### src/rtl/hwloop_pkg.sv
package hwloop_pkg;

    localparam int HWL_ADDR_W = 32;
    localparam int HWL_CNT_W  = 16;

    typedef struct packed {
        logic [HWL_ADDR_W-1:0] start;
        logic [HWL_ADDR_W-1:0] stop;
        logic [HWL_CNT_W-1:0]  count;
    } loop_set_t;

endpackage

### src/rtl/hwloop_match.sv
module hwloop_match
    import hwloop_pkg::*;
(
    input  logic [HWL_ADDR_W-1:0] fetch_pc_i,
    input  logic                  fetch_valid_i,
    input  loop_set_t             set_i,
    output logic                  hit_o,
    output logic                  more_o
);

    // A loop takes part only while it is armed (count not zero).
    always_comb begin
        hit_o  = fetch_valid_i && (fetch_pc_i == set_i.stop) && (set_i.count != '0);
        more_o = (set_i.count > HWL_CNT_W'(1));
    end

endmodule

### src/rtl/hwloop_prio.sv
module hwloop_prio #(
    parameter int N = 2
) (
    input  logic [N-1:0] req_i,
    output logic [N-1:0] grant_o
);

    // Lowest index (innermost loop) wins.
    always_comb begin
        logic taken;
        taken   = 1'b0;
        grant_o = '0;
        for (int i = 0; i < N; i++) begin
            if (req_i[i] && !taken) begin
                grant_o[i] = 1'b1;
                taken      = 1'b1;
            end
        end
    end

endmodule

### src/rtl/hwloop_ctrl.sv
module hwloop_ctrl
    import hwloop_pkg::*;
#(
    parameter int NUM_LOOPS   = 2,
    parameter int INSTR_BYTES = 4
) (
    input  logic                  clk_i,
    input  logic                  rst_ni,
    input  logic                  setup_en_i,
    input  logic [HWL_ADDR_W-1:0] setup_pc_i,
    input  logic [HWL_ADDR_W-1:0] setup_end_i,
    input  logic [HWL_CNT_W-1:0]  setup_count_i,
    input  logic                  wr_start_en_i,
    input  logic                  wr_end_en_i,
    input  logic                  wr_count_en_i,
    input  logic [((NUM_LOOPS > 1) ? $clog2(NUM_LOOPS) : 1)-1:0] loop_sel_i,
    input  logic [HWL_ADDR_W-1:0] wr_addr_i,
    input  logic [HWL_CNT_W-1:0]  wr_count_i,
    input  logic [HWL_ADDR_W-1:0] fetch_pc_i,
    input  logic                  fetch_valid_i,
    output logic                  redirect_o,
    output logic [HWL_ADDR_W-1:0] redirect_target_o
);

    localparam int SEL_W = (NUM_LOOPS > 1) ? $clog2(NUM_LOOPS) : 1;

    typedef struct packed {
        loop_set_t [NUM_LOOPS-1:0] set;
    } state_t;

    state_t st_d, st_q;

    logic [NUM_LOOPS-1:0] hit, more, req, grant;
    logic                 wr_any;

    generate
        for (genvar k = 0; k < NUM_LOOPS; k++) begin : g_match
            hwloop_match u_match (
                .fetch_pc_i   (fetch_pc_i),
                .fetch_valid_i(fetch_valid_i),
                .set_i        (st_q.set[k]),
                .hit_o        (hit[k]),
                .more_o       (more[k])
            );
            assign req[k] = hit[k] && more[k];
        end
    endgenerate

    hwloop_prio #(.N(NUM_LOOPS)) u_prio (
        .req_i  (req),
        .grant_o(grant)
    );

    assign wr_any = setup_en_i | wr_start_en_i | wr_end_en_i | wr_count_en_i;

    // Redirect is combinational from the fetch address: no bubble.
    always_comb begin
        redirect_o        = |grant;
        redirect_target_o = '0;
        for (int k = 0; k < NUM_LOOPS; k++) begin
            if (grant[k]) redirect_target_o = st_q.set[k].start;
        end
    end

    always_comb begin
        st_d = st_q;
        for (int k = 0; k < NUM_LOOPS; k++) begin
            // Winner loops back; a loop on its last pass always disarms.
            if (hit[k] && (grant[k] || !more[k])) begin
                st_d.set[k].count = st_q.set[k].count - HWL_CNT_W'(1);
            end
        end
        if (setup_en_i) begin
            st_d.set[loop_sel_i].start = setup_pc_i + HWL_ADDR_W'(INSTR_BYTES);
            st_d.set[loop_sel_i].stop  = setup_end_i;
            st_d.set[loop_sel_i].count = setup_count_i;
        end else begin
            if (wr_start_en_i) st_d.set[loop_sel_i].start = wr_addr_i;
            if (wr_end_en_i)   st_d.set[loop_sel_i].stop  = wr_addr_i;
            if (wr_count_en_i) st_d.set[loop_sel_i].count = wr_count_i;
        end
    end

    always_ff @(posedge clk_i or negedge rst_ni) begin
        if (!rst_ni) st_q <= '0;
        else         st_q <= st_d;
    end

    // ---------------- assertions ----------------
    assert_grant_onehot_R6: assert property (@(posedge clk_i) disable iff (!rst_ni)
        $onehot0(grant));

    assert_valid_gates_redirect_R9: assert property (@(posedge clk_i) disable iff (!rst_ni)
        !fetch_valid_i |-> !redirect_o);

    assert_idle_holds_state_R9: assert property (@(posedge clk_i) disable iff (!rst_ni)
        (!fetch_valid_i && !wr_any) |=> $stable(st_q));

    generate
        for (genvar k = 0; k < NUM_LOOPS; k++) begin : g_chk
            assert_loopback_dec_R3: assert property (@(posedge clk_i) disable iff (!rst_ni)
                (grant[k] && !wr_any) |=> (st_q.set[k].count == $past(st_q.set[k].count) - HWL_CNT_W'(1)));

            assert_last_pass_clears_R4: assert property (@(posedge clk_i) disable iff (!rst_ni)
                (hit[k] && !more[k] && !wr_any) |=> (st_q.set[k].count == '0));

            assert_zero_never_redirect_R5: assert property (@(posedge clk_i) disable iff (!rst_ni)
                (st_q.set[k].count == '0) |-> !grant[k]);
        end
    endgenerate

endmodule

### config.mk
export PLATFORM = sky130hd
export DESIGN_NAME = hwloop_ctrl
export DESIGN_NICKNAME = d
export VERILOG_FILES = /design/src/rtl/hwloop_pkg.sv /design/src/rtl/hwloop_match.sv /design/src/rtl/hwloop_prio.sv /design/src/rtl/hwloop_ctrl.sv
export SDC_FILE = /design/constraint.sdc
export NUM_CORES = 1
export LEC_CHECK = 0
export ABC_AREA = 0
export BUFFER_PORTS_ARGS = -buffer_cell sky130_fd_sc_hd__buf_2
export CAP_MARGIN = 20
export CORE_UTILIZATION = 44
export CTS_BUF_LIST = sky130_fd_sc_hd__clkbuf_4
export CTS_CLUSTER_DIAMETER = 100
export DETAILED_ROUTE_END_ITERATION = 6
export GPL_ROUTABILITY_DRIVEN = 0
export PLACE_DENSITY = 0.78
export SETUP_SLACK_MARGIN = 0.02
export SLEW_MARGIN = 15
export SYNTH_ARGS = -nofsm -noshare
export SYNTH_HDL_FRONTEND = slang
export SYNTH_SLANG_ARGS = --single-unit
### constraint.sdc
create_clock -name clk_i -period 2.45 [get_ports clk_i]
set_input_delay 0.245 -clock clk_i [delete_from_list [all_inputs] [get_ports clk_i]]
set_output_delay 0.245 -clock clk_i [all_outputs]
set_load 0.01 [all_outputs]
# Word-level counts from Yosys, hierarchy flattened
# Cells that the tools add are included.
dict set report totals {
  out_inout_bits 33
  register_bits 160
}
dict set report op_classes {
  n_lt_le_gt_ge 4
  n_eq_ne 2
  muxes 24
  addsub 3
  reduce_logical 18
}
# op n
set op_table {}
lappend op_table {{160-bit bitwise mux} 6}
lappend op_table {{160-bit 2-to-1 mux} 6}
lappend op_table {{80-bit demux with 1-bit select} 3}
lappend op_table {{80-bit 2-to-1 mux} 1}
lappend op_table {{32-bit equality test} 2}
lappend op_table {{32-bit 2-to-1 mux} 2}
lappend op_table {{16-bit 2-to-1 mux} 3}
lappend op_table {{48-bit 2-to-1 mux} 1}
lappend op_table {{32-bit by 3-bit adder with 32-bit output (second input constant)} 1}
lappend op_table {{16-bit by 1-bit greater-than comparator with 1-bit output (second input constant)} 2}
lappend op_table {{16-bit nonzero test} 2}
lappend op_table {{16-bit by 1-bit subtractor with 16-bit output (second input constant)} 2}
lappend op_table {{1-bit logical AND} 10}
lappend op_table {{1-bit zero test} 3}
lappend op_table {{1-bit logical OR} 2}
lappend op_table {{1-bit by 2-bit < comparator with 1-bit output (second input constant)} 1}
lappend op_table {{1-bit 2-to-1 mux} 2}
lappend op_table {{2-bit OR reduction} 1}
lappend op_table {{1-bit greater-or-equal comparator (second input constant)} 1}

# Longest topological paths before layout
# Gate-level depths: netlist of run 1.
dict set report depth {
  depth_word 20
  ltp_mapped 10
}

# Hierarchy
# A second synthesis of run 1 with hierarchy kept.
dict set report hier_totals {
  cells_unflattened 994
  area_unflattened_um2 9191.3
}
# mod cells_each area_per_inst_um2 instances
set modules_own_cells {}
lappend modules_own_cells {hwloop_ctrl 894 8389.3 1}
lappend modules_own_cells {hwloop_match 49 390.4 2}
lappend modules_own_cells {hwloop_prio 2 21.3 1}

# Least setup slack after synthesis of run 1
# OpenSTA, ideal clock, no wires.
dict set report synth_timing {
  path_kind {reg2out}
  startpoint {reg st_q[2] in the netlist's numbering}
  endpoint {out redirect_target_o[10]}
  path_buffers 4
  slack_ps -283
  arrival_ps 2488
  path_stages_with_launch 10
  required_time_ps 2205
  cell_sequence {dfrtp_1 > buf_6 > or4_4 > or4_4 > or2_0 > buf_2 > and2_4 > buf_6 > buf_12 > o31ai_2}
}
dict set report synth_via {
  elab_chain_len 8
}
# element line_no
set synth_rtl {}
lappend synth_rtl {{start: declaration} hwloop_ctrl.sv:31} ;# state_t st_d, st_q;
lappend synth_rtl {{start signal: assignment} hwloop_ctrl.sv:86} ;# else st_q <= st_d;
lappend synth_rtl {{branches (longest 2 deep; another with 16-bit by 1-bit greater-than comparator with 1-bit output)} -}
lappend synth_rtl {{1-bit logical AND (*)} hwloop_ctrl.sv:45} ;# assign req[k] = hit[k] && more[k];
lappend synth_rtl {{1-bit 2-to-1 mux (*)} hwloop_prio.sv:14} ;# if (req_i[i] && !taken) begin
lappend synth_rtl {{1-bit zero test} hwloop_prio.sv:14}
lappend synth_rtl {{1-bit logical AND} hwloop_prio.sv:14}
lappend synth_rtl {{1-bit 2-to-1 mux} hwloop_prio.sv:14}
lappend synth_rtl {{32-bit 2-to-1 mux (*)} hwloop_ctrl.sv:61} ;# if (grant[k]) redirect_target_o = st_q.set[k].start;
lappend synth_rtl {{end: declaration} hwloop_ctrl.sv:22} ;# output logic [HWL_ADDR_W-1:0] redirect_target_o
# Mark *: on every way between the ends.

# Worst setup path in the final report of run 1
dict set report layout_timing {
  startpoint {reg st_q[3] in the netlist's numbering}
  endpoint {out redirect_target_o[28]}
}
# Same word-level chain as after synthesis.

==> reports/metrics.cfg, run 1 <==
[outcome]
status=complete, but fails checks
violations=negative setup slack

[synthesis]
yosys_warnings=0
synth_fp_nets=1314
syn-cell-area_um2=10000
ys.flop_type=dfrtp_1
syn_area_per_cell_um2=8.79
synth_seq_cells=160
ys_seq_area_share_pct=39.9
syn_inst=1141
synth_cell_type_count=70
synth-edff-count=0
async_flop_share_pct=100

[grt]
met2_usage_pct=51.0
top_usage_layer=met2
grt_use_met1_pct=43.4
grt_max_degree=68
grt_pass1_vias=10300
grt_pass1_wl_um=58600
grt_overflow=0
use_met3_pct=7.60
groute.usage.overall_pct=32.7
grt_antenna_before_repair=5

[setup_path]
startpoint_type=flop
worstReg2RegStart=st_q[3]
required_ns=2.20
cp-end-kind=output port
arrival_ns=3.07
startpoint=st_q[3]
critPathKind=reg -> out
worst-path-max-fanout=9

[floorplanning]
ios=201
core_um2=22100
die_h_um=153
row_count=54
die_area_um2=23400
fp.dieW_um=153
start_util_pct=45.4

[layout]
regMostFlops=st_q
multi_input_area_um2=6010
top_regs=st_q: 160 flops
largest_reg_flops=160
regArea_um2=4000
drive_gt1_share_pct=29.2
final_common_cell=buf_2
final_cell_mix=buf_2, dfrtp_1, nand2_1
synthToLayoutAreaGrowth_pct=29.9
fin_nets=1584
fillers=1868
stdcell_count=1708

[timing]
tightestPinTransition_ns=0.782
period_needed_ns=3.32
relSlewSlack_pct=47.7
whs_ns=0.0123
worst_slack_ns=-0.867
rsz0062_at_grt=yes
slew_violations=0
min_period_over_period_pct=135
setup_viol=51
hold_viol=0
fmax_mhz=301
skew_ns=0.0228

[drt]
routed_wl_um=39400
via_per_inst=6.50
ant_nets=0
drc=0
vias=11100
drt-wirelength-per-cell_um=23.0
drt-initial-drc-count=1252
first_pass_iters=5

[pwr]
ir_drop_v=0.000281
power_density_nw_per_um2=533
power_leakage_uw=0.00561

[clocking]
path_clk_slew_ns=0.15
cts_buffers=17
clkLatencyLatePin_ns=0.60
cts_sinks=160
htreeDepth=4
cts_max_path_buffers=2
cts-root-buf=clkbuf_4
cts_tree=built

[place]
port_buffers=200
placedCellCount=1631
dp_hpwl_um=28500

[hold_path]
hold_path_class=in -> reg
hp-start=setup_end_i[30]

[job]
drv_cap=0

==> worst paths after layout <==
check | end | slack (ns) | depth (start not counted)
worst min-delay path | st_q[46] | 0.01 | 4
worst max-delay path | redirect_target_o[28] | -0.87 | 7
max in group asynchronous | st_q[43] | 1.44 | 3
worst min register to register | st_q[51] | 0.51 | 2
worst max register to register | st_q[84] | -0.44 | 9
min in group asynchronous | st_q[18] | 0.21 | 2
==> stage by stage <==
| stage | setup WS, ns | instance area (um^2) | power [uW] | TNS [ns] | util, % |
|---|---|---|---|---|---|
| after floorplan | -0.261 | 10200 | 4210 | -7.99 | - |
| after detailed placement | -0.373 | 12000 | 4970 | -12.50 | 54.3 |
| after global placement | -0.300 | 12000 | 4920 | -9.88 | 54.3 |
| after global routing | -0.966 | 13000 | 7230 | -37.87 | 58.9 |
| after CTS | -0.850 | 12700 | 6840 | -30.34 | 57.5 |
| final | -0.867 | 13000 | 6950 | -33.67 | 59.0 |
==> cell families (layout without fill, tap and decap cells) <==
logic type	after synthesis	in the layout	share of synthesized area [%]
adder cells (fa/ha/maj)	5	5	0.624
AO/OA/AOI/OAI	330	330	24.6
AND/OR/NAND/NOR	434	435	21.5
multiplexers	3	3	0.312
buffers and inverters	116	397	4.94
other	0	5	0
XOR/XNOR	93	93	8.12
flip-flops	160	160	39.9
==> Yosys cell counts, types with 9 or more instances <==
cell type	instances	area, um^2
a221oi_1	9	78.8
nor4_1	19	119
nand2_1	134	503
clkbuf_1	52	195
xnor2_1	46	403
nor3_1	27	135
inv_1	43	161
nand4_1	35	219
a31oi_1	20	125
o31ai_2	23	288
a22o_1	43	377
o21ai_0	67	335
xor2_1	47	412
a211oi_1	11	82.6
and3_1	9	56.3
nand2b_1	9	56.3
buf_1	12	45.0
o22ai_1	21	131
a22oi_1	13	97.6
a32oi_1	9	78.8
and2_0	10	62.6
o22a_1	17	149
nand3_1	64	320
dfrtp_1	160	4000
and2_1	11	68.8
a21oi_1	35	175
nor2_1	76	285
==> report_power, final <==
part	switching, uW	total (uW)	internal, uW
sequential	269	3250	2980
clock	1040	1870	826
combinational	1070	1830	756
==> worst max-delay path, cell delays in order (launching register included) <==
cell	delay [ns]
dfrtp_1	0.40
or4_4	0.55
or4_4	0.50
or2_4	0.28
and2_4	0.20
clkbuf_16	0.19
o31ai_4	0.21
buf_2	0.16
==> repair_timing <==
action	in CTS	in global routing
endpoints found under the hold margin	83	0
endpoints found under the setup margin	51	64
setup buffers	8	14
gates cloned	1	2
hold buffers	18	0
pin swaps	24	21
gates resized for setup	25	29
==> layout make-up <==
type,count,area share (%)
Antenna cell,5,0.0961
Clock buffer,17,0.980
Clock inverter,14,1.59
Inverter,43,1.24
Multi-Input combinational cell,866,46.1
Sequential cell,160,30.7
Tap cell,280,2.69
Timing Repair Buffer,323,16.6
==> layer usage <==
layer | wire [um] | vias up
met3 | 4650 | 153
met5 | 0 | -
met4 | 1940 | 0
met2 | 17700 | 859
met1 | 15100 | 5305
li1 | - | 4786
No activity file was read; power rests on OpenSTA's default activity.
==> run 2: changes to the inputs <==
--- a/config.mk
+++ b/config.mk
@@ -6,7 +6,7 @@
 export NUM_CORES = 1
 export LEC_CHECK = 0
 export ABC_AREA = 0
-export BUFFER_PORTS_ARGS = -buffer_cell sky130_fd_sc_hd__buf_2
+export BUFFER_PORTS_ARGS = -buffer_cell sky130_fd_sc_hd__clkbuf_2
 export CAP_MARGIN = 20
 export CORE_UTILIZATION = 44
 export CTS_BUF_LIST = sky130_fd_sc_hd__clkbuf_4
==> run 2 against run 1 <==
  * The run ends with design-rule violations, negative setup slack left
  * Non-clock buffer count up 4
  * Cell area is 0.98% higher
  * Power decreased by 0.94%
  * Fmax rose by 1.1%
  * First-iteration DRC count did not move
  * Worst setup slack improved by 0.036 ns
  * Die area unchanged
  * Sequential power is essentially flat
  * Worst hold slack worse by 0.0076 ns
  * Cell count about the same
  * Clock power decreased by 5%
  * Critical path type unchanged
  * Highest routed layer unchanged
==> reports/metrics.cfg, run 2 (synthesis results as in run 1) <==
[clocking]
path_clk_slew_ns=0.16
cts-root-buf=clkbuf_4
htreeDepth=4
cts_buffers=17
cts_max_path_buffers=2
cts_sinks=160
cts_tree=built
clkLatencyLatePin_ns=0.61

[grt]
grt_pass1_wl_um=59500
grt_antenna_before_repair=2
grt_max_degree=63
grt_overflow=0
groute.usage.overall_pct=32.9
grt_pass1_vias=10700

[setup_path]
crit_buf_inv=2
critPathKind=reg -> out
arrival_ns=3.04
crit_family=simple AND/OR/NAND/NOR gates
critPathMaxStageDelay_ns=0.54
critPathSlowestCell=or4_4
cp-end-kind=output port
path_common_cell=or4_4
startpoint_type=flop
required_ns=2.20
path_cells=or4_4 -> or4_4 -> or2_4 -> and2_4 -> buf_12 -> o31ai_4 -> buf_2
worst-path-max-fanout=14

[drt]
vias=11000
first_pass_iters=7
drt-initial-drc-count=1252
ant_nets=0
via_per_inst=6.42
drt-wirelength-per-cell_um=22.6
drc=14
routed_wl_um=38600

[timing]
min_period_over_period_pct=134
worst_slack_ns=-0.831
hold_viol=0
rsz0062_at_grt=yes
relSlewSlack_pct=50.1
slew_violations=0
tightestPinTransition_ns=0.742
period_needed_ns=3.28
skew_ns=0.0259
setup_viol=57
fmax_mhz=305

[place]
placedCellCount=1632
place_area_um2=12100
port_buffers=200
dp_hpwl_um=28200

[layout]
final_common_cell=clkbuf_2
fin_nets=1588
top_regs=st_q: 160 flops
largest_reg_flops=160
utilization_pct=59.5
regMostFlops=st_q
fillers=1807
design_area_um2=13200
synthToLayoutAreaGrowth_pct=31.2
final_cell_mix=clkbuf_2, dfrtp_1, nand2_1
multi_input_area_um2=6060
stdcell_count=1709
regArea_um2=4000
drive_gt1_share_pct=28.5

[floorplanning]
fp.dieW_um=153
die_area_um2=23400
core_um2=22100
start_util_pct=45.4
row_count=54
ios=201
die_h_um=153

[outcome]
status=complete, but fails checks
violations=design-rule violations, negative setup slack

[pwr]
power_density_nw_per_um2=523
ir_drop_v=0.000263
power_leakage_uw=0.00569

[job]
drv_cap=0

[hold_path]
hold_path_class=in -> reg

[run 2: stage by stage]
stage / hold WS (ns) / worst slack, ns / total power (uW) / setup TNS (ns)
after floorplan: -0.0506 / -0.261 / 4210 / -7.99
after global placement: 0.277 / -0.281 / 4920 / -8.97
after detailed placement: 0.281 / -0.303 / 4970 / -10.03
after CTS: 0.000874 / -0.863 / 6760 / -30.09
after global routing: -0.00354 / -0.942 / 7150 / -36.83
final: 0.00470 / -0.831 / 6880 / -29.97
[run 2: cell type report]
cell class              count  share of cell area [%]
multi-input cells         866                    46.0
flip-flops and latches    160                    30.4
repair buffers            327                    17.2
well taps                 280                    2.66
clock inverters            15                    1.44
inverters                  43                    1.23
clock buffers              17                   0.970
diodes                      1                  0.0190
[run 2: repair_timing]
item / in CTS / in global routing
hold buffers: 30 / 0
buffers inserted: 6 / 5
setup endpoints to repair: 50 / 66
gates resized for setup: 31 / 54
gates cloned: 3 / 0
pin swaps: 24 / 17
hold endpoints to repair: 95 / 0
[run 2: path summary, 6_finish.rpt]
| check | from | end | slack, ns | cells after the start |
|---|---|---|---|---|
| setup / recovery | st_q[3] | redirect_target_o[6] | -0.83 | 7 |
| hold / removal | wr_count_i[7] | st_q[7] | 0.005 | 3 |
| setup reg to reg | st_q[38] | st_q[84] | -0.28 | 8 |
| hold reg to reg | st_q[144] | st_q[144] | 0.51 | 2 |
| max in group asynchronous | rst_ni | st_q[142] | 1.51 | 3 |
| min in group asynchronous | rst_ni | st_q[124] | 0.19 | 2 |
[run 2: per-layer routing]
layer / GRT usage [%] / vias up / share of wire, %
met5: 0 / - / 0
met4: 16.5 / 0 / 5.0
met3: 9.02 / 161 / 12
met2: 51.7 / 820 / 44
met1: 41.8 / 5205 / 38
li1: - / 4792 / -
[run 2: worst register-to-register path, stage by stage (launching register included)]
cell     delay [ns]
dfrtp_1        0.43
xor2_1         0.19
nor4_1         0.33
nand4_1        0.27
buf_4          0.22
buf_6          0.12
or4_4          0.54
and2_4         0.20
a221o_1        0.33
[run 2: power breakdown]
part           switching (uW)  internal, uW
registers                 265          2980
clock network            1190           582
logic                    1090           779
